===== src/rtl/ovf_flag_mux.sv =====
module ovf_flag_mux #(
  parameter int TIMEOUT = 680,
  parameter int POS_W   = 6
) (
  input  logic clk,
  input  logic rst_n,
  input  logic ovf_l,
  input  logic ovf_r,
  input  logic tmo_tick,
  input  logic bit_tick,
  input  logic lrck,
  input  logic fmt_i2s,
  output logic flag_pull
);
  localparam int TW = $clog2(TIMEOUT + 1);
  localparam logic [TW-1:0] LOAD = TW'(TIMEOUT);
  localparam logic [POS_W-1:0] POS_MAX = '1;

  logic [TW-1:0]    cnt_l, cnt_r;
  logic             st_l, st_r;
  logic             lr_q, flag_q;
  logic [POS_W-1:0] pos, pos_n, slot;
  logic             edge_seen, show_r, both_next, load_all;

  assign both_next = (st_l | ovf_l) & (st_r | ovf_r);
  assign load_all  = both_next & (ovf_l | ovf_r);

  always_ff @(posedge clk) begin
    if (!rst_n) begin
      st_l  <= 1'b0;
      cnt_l <= '0;
    end else if (ovf_l || load_all) begin
      st_l  <= 1'b1;
      cnt_l <= LOAD;
    end else if (st_l && tmo_tick) begin
      cnt_l <= cnt_l - 1'b1;
      if (cnt_l <= 1) st_l <= 1'b0;
    end
  end

  always_ff @(posedge clk) begin
    if (!rst_n) begin
      st_r  <= 1'b0;
      cnt_r <= '0;
    end else if (ovf_r || load_all) begin
      st_r  <= 1'b1;
      cnt_r <= LOAD;
    end else if (st_r && tmo_tick) begin
      cnt_r <= cnt_r - 1'b1;
      if (cnt_r <= 1) st_r <= 1'b0;
    end
  end

  assign edge_seen = lrck ^ lr_q;
  assign pos_n     = edge_seen ? '0 : ((pos == POS_MAX) ? pos : pos + 1'b1);
  assign slot      = fmt_i2s ? POS_W'(2) : POS_W'(1);
  assign show_r    = fmt_i2s ? lrck : ~lrck;

  always_ff @(posedge clk) begin
    if (!rst_n) begin
      lr_q   <= 1'b0;
      pos    <= POS_MAX;
      flag_q <= 1'b0;
    end else if (bit_tick) begin
      lr_q <= lrck;
      pos  <= pos_n;
      if (pos_n == slot) flag_q <= show_r ? st_r : st_l;
    end
  end

  assign flag_pull = flag_q;
endmodule



===== config.mk =====
export PLATFORM = sky130hd
export DESIGN_NAME = ovf_flag_mux
export DESIGN_NICKNAME = d
export VERILOG_FILES = /design/src/rtl/ovf_flag_mux.sv
export SDC_FILE = /design/constraint.sdc
export NUM_CORES = 1
export LEC_CHECK = 0
export ABC_AREA = 1
export BUFFER_PORTS_ARGS = -buffer_cell sky130_fd_sc_hd__buf_2
export CORE_MARGIN = 2
export CORE_UTILIZATION = 33
export DETAILED_ROUTE_END_ITERATION = 10
export SYNTH_ARGS = -nofsm -noshare
export SYNTH_HDL_FRONTEND = slang
export SYNTH_SLANG_ARGS = --single-unit

===== constraint.sdc =====
create_clock -name clk -period 1.75 [get_ports clk]
set_clock_uncertainty 0.05 [all_clocks]
set_input_delay 0.175 -clock clk [delete_from_list [all_inputs] [get_ports clk]]
set_output_delay 0.175 -clock clk [all_outputs]
set_load 0.005 [all_outputs]

==> flow_summary.json, run 1 <==
{
  "yosysTopAreaCell": "dfxtp_1",
  "cts_resized": 0,
  "crit_type": "reg -> reg",
  "numCtsBuffers": 5,
  "ys_seq_area_share_pct": 37.6,
  "leakage_nw": 0.772,
  "overflow": 0,
  "fmax_mhz": 635,
  "synth_xor_area_share_pct": 3.22,
  "combPwrFrac_pct": 18.7,
  "post_synth.cell_area_avg_um2": 7.09,
  "synth_seq_cells": 30,
  "gp_congestion": 0.821,
  "p_switching_mw": 0.491,
  "p_int_mw": 1.16,
  "peakVddDrop_mv": 0.281,
  "post-route-min-period_ns": 1.57,
  "status": "finished, final reports clean",
  "layout_common_cells": "36 x nand2_1, 29 x dfxtp_1, 28 x inv_1, 26 x a21oi_1, 22 x nor2_1",
  "start_util_pct": 34.0,
  "worst_slew_pin_slew_ns": 0.492,
  "yosysTopAreaCellShare_pct": 37.6,
  "drt_wl_total_um": 3370,
  "ys_top_cells_by_area": "dfxtp_1 38%, nand2_1 8.5%, a21oi_1 8.2%",
  "cts.sinks": 30,
  "syn_inst": 225,
  "io_pins": 9,
  "postCtsHoldBufs": 0,
  "first_global_vias": 1250,
  "post-route-cell-area_mm2": 0.00179,
  "power_frac_seq_pct": 46.6,
  "crit_fanout": 5,
  "pwr-share-clk_pct": 34.7,
  "syn-cell-area_mm2": 0.00160,
  "fillers": 514,
  "diodes": 0,
  "final_common_cell": "nand2_1",
  "io_buffers": 8,
  "worst_hold_path_type": "in -> reg",
  "post_cts_buffers": 0,
  "endpoint_kind": "register",
  "synthMuxAreaShare_pct": 0.627,
  "cp.arrival_ns": 1.70,
  "nets": 250,
  "antenna_found_initial": 0,
  "start_kind": "register",
  "std_cell_rows": 25,
  "clk_pin_slew_ns": 0.06,
  "die_y_um": 73.5,
  "syn-num-nets": 238,
  "hpwlAfterDp_um": 2520,
  "insertion_delay_ns": 0.28,
  "htree_levels": 2,
  "finalHoldViolations": 0,
  "vias": 1436,
  "setup_viol": 0,
  "power_density_mw_per_mm2": 921,
  "cts_tree": "built",
  "clockBufferDepth": 2,
  "drt_first_iter_violations": 133,
  "routed_via_density": 4.92,
  "timing.max_cap.violations": 0,
  "grt_max_degree": 16,
  "fp.dieW_um": 73.5,
  "slew_headroom_pct": 67.2,
  "core-area_mm2": 0.00469,
  "grt_first_pass_wirelength_um": 5460,
  "drive_above_1_share_pct": 13.4,
  "fin_tns_setup_ns": 0,
  "synth_top_family_by_area": "simple AND/OR/NAND/NOR gates",
  "cts_root_buf": "clkbuf_8",
  "finalCritPeriodShare_pct": 90.0,
  "yosys.area_share.simple_pct": 28.9,
  "drc": 0,
  "detail_route.first_pass.iterations": 4,
  "ys.warnings.count": 0,
  "synth_fa_ha_area_share_pct": 3.92,
  "final_max_slew_viol_count": 0,
  "area_growth_pct": 12.4,
  "ys_types": 28,
  "wl_per_cell_um": 11.5,
  "die_area_mm2": 0.00541,
  "power_switching_share_pct": 29.7,
  "required_ns": 1.88,
  "grt_usage_pct": 13.2,
  "rsz0062_at_grt": "no",
  "place_area_mm2": 0.00169,
  "synth-compound-area-share_pct": 17.4,
  "drtAntennaViolNets": 0,
  "finalPower_mw": 1.65
}
[metal layers]
metal  GRT usage (%)  wire length (um)
met2            20.4              1490
met5               0                 0
met3            2.47                97
met1            17.3              1710
met4            7.27                64
[metrics by stage]
step	hold slack (ns)	util [%]	cells	setup slack, ns
CTS	0.115	37.9	292	0.110
detailed placement	0.408	36.0	284	0.127
global placement	0.404	36.0	284	0.161
floorplan	0.224	-	225	0.301
global route	0.139	38.2	292	0.0362
finish	0.117	38.2	292	0.175
[critical path: stages, from the launching register on]
cell	delay, ns
dfxtp_1	0.43
ha_4	0.19
nand3_1	0.10
o21bai_1	0.22
nand3_1	0.13
nand3_1	0.11
nand2_1	0.07
a21oi_1	0.12
nor2_1	0.05
[path summary, 6_finish.rpt]
kind | start | to | slack, ns | cells after the start
worst max register to register | pos[1] | flag_pull | 0.18 | 8
worst min register to register | cnt_l[2] | cnt_l[2] | 0.42 | 2
worst max-delay path | pos[1] | flag_pull | 0.18 | 8
worst min-delay path | rst_n | pos[4] | 0.12 | 2
[final cells by class]
type	count	area (um2)	share of cell area [%]
Clock buffer	7	86.3	4.82
Clock inverter	1	5.00	0.279
Inverter	29	109	6.07
Multi-Input combinational cell	162	876	48.8
Sequential cell	30	602	33.6
Tap cell	54	67.6	3.77
Timing Repair Buffer	9	47.5	2.65
[Yosys cell counts]
cell,instances
buf_4,2
nor3_1,4
inv_2,1
nor2_1,22
clkbuf_1,2
nor2_4,2
nand2_1,36
nand3_1,21
ha_1,5
o21bai_1,1
inv_1,28
a31oi_1,6
xnor2_2,1
or2_2,2
nand2_4,1
or2_0,1
xnor2_1,2
o31ai_1,2
dfxtp_1,30
o211ai_1,1
nand2_2,4
nand3_2,1
a21oi_1,26
xor2_1,2
mux2i_1,1
nand4_1,3
o21ai_0,16
nor2_2,2
[sequential cells by signal, summed over array words and instances (netlist names)]
name,count
cnt_l,10
cnt_r,10
flag_pull,1
lr_q,1
pos,6
st_l,1
st_r,1
[cells by family (layout without fill, tap and decap cells)]
family | after synthesis | after routing
and+or+nand+nor | 99 | 99
muxes | 1 | 1
xor gates and xnor gates | 5 | 5
buffers and inverters | 33 | 46
DFF | 30 | 30
adders and majority gates | 5 | 5
AOI/OAI and AO/OA | 52 | 52
[power groups by stage]
| stage | clock [mW] | combinational [mW] | sequential [mW] |
|---|---|---|---|
| after global placement | 0 | 0.301 | 0.780 |
| after floorplan | 0 | 0.244 | 0.768 |
| after CTS | 0.605 | 0.305 | 0.767 |
| after detailed placement | 0 | 0.303 | 0.782 |
| after global routing | 0.620 | 0.352 | 0.775 |
| final | 0.573 | 0.309 | 0.770 |
(Power assumes the default switching activity.)
==> run 2, diff against run 1 <==
- CTS_BUF_LIST: default -> sky130_fd_sc_hd__clkbuf_8
==> run 2 against run 1 <==
  * Maximum frequency is essentially flat
  * Highest routed layer unchanged
  * Routed wire length unchanged
  * Power fell by 0.31%
==> flow_summary.json, run 2 (same netlist as run 1, synthesis figures left out) <==
{
  "cp.arrival_ns": 1.70,
  "insertion_delay_ns": 0.28,
  "post_cts_buffers": 0,
  "worst_hold_slack_ns": 0.116,
  "dpl_worst_slack_ns": 0.127,
  "cts_tree": "built",
  "worst_slew_pin_slew_ns": 0.492,
  "io_buffers": 8,
  "grt_usage_pct": 13.2,
  "slew_headroom_pct": 67.2,
  "first_global_vias": 1250,
  "required_ns": 1.88,
  "final_common_cell": "nand2_1",
  "layout_common_cells": "36 x nand2_1, 29 x inv_1, 29 x dfxtp_1, 26 x a21oi_1, 22 x nor2_1",
  "fin_tns_setup_ns": 0,
  "final_max_slew_viol_count": 0,
  "hpwlAfterDp_um": 2520,
  "pwr-share-clk_pct": 34.5,
  "grtUsageMet3_pct": 2.47,
  "grt_first_pass_wirelength_um": 5460,
  "p_int_mw": 1.16,
  "setup_viol": 0,
  "crit_buf_inv": 0,
  "combPwrFrac_pct": 18.7,
  "timing.max_cap.violations": 0,
  "nets": 250,
  "cts.sinks": 30,
  "drt_wl_total_um": 3370,
  "ff2ff_path_depth": 8,
  "fp.dieW_um": 73.5,
  "crit_fanout": 5,
  "whs_path_depth": 2,
  "drc": 0,
  "grt_busiest_layer": "met2",
  "start_util_pct": 34.0,
  "power_frac_seq_pct": 46.8,
  "cpMostUsedCell": "nand3_1",
  "worst_hold_path_type": "in -> reg",
  "drtAntennaViolNets": 0,
  "use_met1_pct": 17.3,
  "clockBufferDepth": 2,
  "power_switching_share_pct": 29.9,
  "largestRegisters": "cnt_l (10), cnt_r (10), pos (6)",
  "core-area_mm2": 0.00469,
  "detail_route.first_pass.iterations": 4,
  "leakage_nw": 0.777,
  "finalCritPeriodShare_pct": 90.0,
  "grt_max_degree": 16,
  "met2_usage_pct": 20.4,
  "postCtsHoldBufs": 0,
  "overflow": 0,
  "clk_pin_slew_ns": 0.06,
  "area_growth_pct": 12.4,
  "io_pins": 9,
  "crit_family": "simple AND/OR/NAND/NOR gates",
  "crit_type": "reg -> reg",
  "whs_endpoint": "pos[4]",
  "endpoint_kind": "register",
  "die_y_um": 73.5,
  "drt_first_iter_violations": 133,
  "diodes": 0,
  "power_density_mw_per_mm2": 919,
  "post-route-min-period_ns": 1.58,
  "critPathSlowestCell": "dfxtp_1",
  "critPathMaxStageDelay_ns": 0.43,
  "p_switching_mw": 0.492,
  "wl_per_cell_um": 11.5,
  "numCtsBuffers": 5,
  "status": "finished, final reports clean",
  "finalHoldViolations": 0,
  "drive_above_1_share_pct": 13.4,
  "crit_chain": "ha_4 > nand3_1 > o21bai_1 > nand3_1 > nand3_1 > nand2_1 > a21oi_1 > nor2_1",
  "std_cell_rows": 25,
  "cts_root_buf": "clkbuf_8",
  "fmax_mhz": 635,
  "htree_levels": 2,
  "crit-reg2reg-launch": "pos[1]",
  "reg2reg_slack_ns": 0.17,
  "start_kind": "register",
  "vias": 1436,
  "rsz0062_at_grt": "no",
  "rr_endpoint": "flag_pull",
  "die_area_mm2": 0.00541,
  "routed_via_density": 4.92,
  "setup_ws_ns": 0.175,
  "antenna_found_initial": 0,
  "gp_congestion": 0.821,
  "peakVddDrop_mv": 0.281,
  "min_from": "rst_n"
}
[run 2: cell count changes in the layout (fill, tap and decap cells not counted), sizes merged]
cell    change
clkbuf      -1
inv         +1
[run 2: worst register-to-register path, cell delays in order (launching register included)]
cell,delay [ns]
dfxtp_1,0.43
ha_4,0.19
nand3_1,0.10
o21bai_1,0.22
nand3_1,0.13
nand3_1,0.11
nand2_1,0.07
a21oi_1,0.12
nor2_1,0.05
[run 2: cell type report]
type	instances	area [um2]
fillers	514	2900
multi-input cells	162	876
flip-flops and latches	30	602
inverters	29	109
clock buffers	6	82.6
well taps	54	67.6
repair buffers	9	47.5
clock inverters	2	8.76
[run 2: worst max path at each step]
stage | slack, ns | cells past startpoint | from | end
floorplan | 0.30 | 10 | pos[0] | flag_pull
global placement | 0.16 | 10 | pos[1] | flag_pull
detailed placement | 0.13 | 8 | pos[1] | flag_pull
CTS | 0.11 | 8 | pos[0] | flag_pull
global route | 0.04 | 10 | pos[1] | flag_pull
finish | 0.17 | 8 | pos[1] | flag_pull
[run 2: metal layers]
| layer | vias to the layer above | share of wire [%] |
|---|---|---|
| li1 | 771 | - |
| met5 | - | 0 |
| met4 | 0 | 1.9 |
| met3 | 4 | 2.9 |
| met2 | 19 | 44 |
| met1 | 642 | 51 |
[run 2: power by group through the flow]
stage          registers [mW]  clock network, mW  logic, mW
3_3_place_gp            0.780                  0      0.301
4_1_cts                 0.767              0.599      0.305
6_report                0.770              0.568      0.309
3_5_place_dp            0.782                  0      0.303
2_1_floorplan           0.768                  0      0.244
5_1_grt                 0.775              0.614      0.352
[run 2: through the flow]
stage,utilization [%],power [mW],instance area [um2],cells
3_5_place_dp,36.0,1.08,1690,284
6_report,38.2,1.65,1790,292
2_1_floorplan,-,1.01,1600,225
3_3_place_gp,36.0,1.08,1690,284
5_1_grt,38.2,1.74,1790,292
4_1_cts,37.9,1.67,1780,292
[run 2: timing repair]
| item | CTS | global route |
|---|---|---|
| endpoints found under the setup margin | 0 | 1 |
| endpoints found under the hold margin | 0 | 0 |
| gates resized for setup | 0 | 3 |
==> run 3, diff against run 2 <==
- CAP_MARGIN: default -> 10
- RECOVER_POWER: default -> 100
==> run 3 against run 2 <==
  * Clock-buffer cell count unchanged
  * Global-route usage unchanged
  * Worst setup slack worse by 0.0047 ns
  * Non-clock buffer count unchanged
  * Sequential share of layout area up 0.40 points
  * Final area down 1.2%
  * Final cell count unchanged
  * First-iteration DRC count down 31%
  * Via count up 1.0%
  * Maximum frequency down 0.30%
  * Critical path type unchanged
==> flow_summary.json, run 3 (same netlist as run 1, synthesis figures left out) <==
{
  "status": "finished, final reports clean",
  "wl_met3_um": 99,
  "start_util_pct": 34.0,
  "die_y_um": 73.5,
  "drt_wl_total_um": 3420,
  "drt_first_iter_violations": 92,
  "routed_via_density": 4.97,
  "largestRegisters": "cnt_l (10), cnt_r (10), pos (6)",
  "final_common_cell": "nand2_1",
  "fillers": 518,
  "power_density_mw_per_mm2": 929,
  "area_growth_pct": 11.1,
  "core-area_mm2": 0.00469,
  "crit_type": "reg -> reg",
  "io_buffers": 8,
  "drc": 0,
  "slew_headroom_pct": 65.5,
  "endpoint_kind": "register",
  "top_layer": "met4",
  "clockBufferDepth": 2,
  "finalHoldViolations": 0,
  "start_kind": "register",
  "leakage_nw": 0.766,
  "final_max_slew_viol_count": 0,
  "drive_above_1_share_pct": 11.3,
  "required_ns": 1.88,
  "setup_viol": 0,
  "place_area_mm2": 0.00169,
  "met1_length_um": 1750,
  "cp.arrival_ns": 1.71,
  "cts_tree": "built",
  "post-route-min-period_ns": 1.58,
  "insertion_delay_ns": 0.28,
  "cts_root_buf": "clkbuf_8",
  "postCtsHoldBufs": 0,
  "dr_wl_met2_um": 1500,
  "grt_max_degree": 16,
  "cts.sinks": 30,
  "post_cts_buffers": 0,
  "hpwlAfterDp_um": 2520,
  "wl_per_cell_um": 11.7,
  "fin_tns_setup_ns": 0,
  "grt_usage_pct": 13.2,
  "clk_pin_slew_ns": 0.07,
  "grt_first_pass_wirelength_um": 5460,
  "fmax_mhz": 633,
  "overflow": 0,
  "post-route-cell-area_mm2": 0.00177,
  "diodes": 0,
  "die_area_mm2": 0.00541,
  "io_pins": 9,
  "crit_fanout": 5,
  "worst_hold_path_type": "in -> reg",
  "worst_slew_pin_slew_ns": 0.517,
  "rsz0062_at_grt": "no",
  "layout_common_cells": "37 x nand2_1, 29 x inv_1, 29 x dfxtp_1, 26 x a21oi_1, 25 x nor2_1",
  "detail_route.first_pass.iterations": 5,
  "peakVddDrop_mv": 0.278,
  "gp_congestion": 0.821,
  "std_cell_rows": 25,
  "htree_levels": 2,
  "vias": 1451,
  "cts_resized": 0,
  "fp.dieW_um": 73.5,
  "numCtsBuffers": 5,
  "timing.max_cap.violations": 0,
  "drtAntennaViolNets": 0,
  "nets": 250,
  "finalCritPeriodShare_pct": 90.3,
  "antenna_found_initial": 0,
  "first_global_vias": 1250
}
-- run 3: cell count changes in the layout (fill, tap and decap cells not counted), sizes merged --
cell,change
buf,-1
clkbuf,+1
-- run 3: power by group --
part	switching, mW	leakage (nW)	internal (mW)
Clock	0.261	0.0524	0.311
Sequential	0.0425	0.248	0.726
Combinational	0.189	0.466	0.116
-- run 3: worst max-delay path: stages, from the launching register on --
cell and delay, ns:
dfxtp_1 0.43, ha_4 0.19, nand3_1 0.10, o21bai_1 0.22, nand3_1 0.13, nand3_1 0.11
nand2_1 0.07, a21oi_1 0.12, nor2_1 0.05
-- run 3: area by class of cell --
type | count | area, um2 | share of cell area, %
clock buffers | 6 | 82.6 | 4.66
clock inverters | 2 | 8.76 | 0.494
inverters | 29 | 109 | 6.14
multi-input cells | 162 | 856 | 48.3
flip-flops and latches | 30 | 602 | 34.0
well taps | 54 | 67.6 | 3.81
repair buffers | 9 | 46.3 | 2.61
-- run 3: per-layer routing --
layer | track usage (%) | up-vias
met5 | 0 | -
met1 | 17.3 | 648
li1 | - | 773
met4 | 7.27 | 0
met3 | 2.47 | 6
met2 | 20.4 | 24
-- run 3: path summary, 6_finish.rpt --
path | startpoint | end | slack [ns] | cells past startpoint
max | pos[1] | flag_pull | 0.17 | 8
min | rst_n | pos[4] | 0.12 | 2
max reg2reg | pos[1] | flag_pull | 0.17 | 8
min reg2reg | cnt_l[2] | cnt_l[2] | 0.42 | 2
-- run 3: through the flow --
stage	power, mW	hold WS (ns)	util, %	worst slack [ns]	instances
3_3_place_gp	1.08	0.404	36.0	0.161	284
3_5_place_dp	1.08	0.408	36.0	0.127	284
4_1_cts	1.67	0.114	37.9	0.110	292
6_report	1.65	0.116	37.8	0.170	292
5_1_grt	1.73	0.138	37.8	0.0304	292
2_1_floorplan	1.01	0.224	-	0.301	225
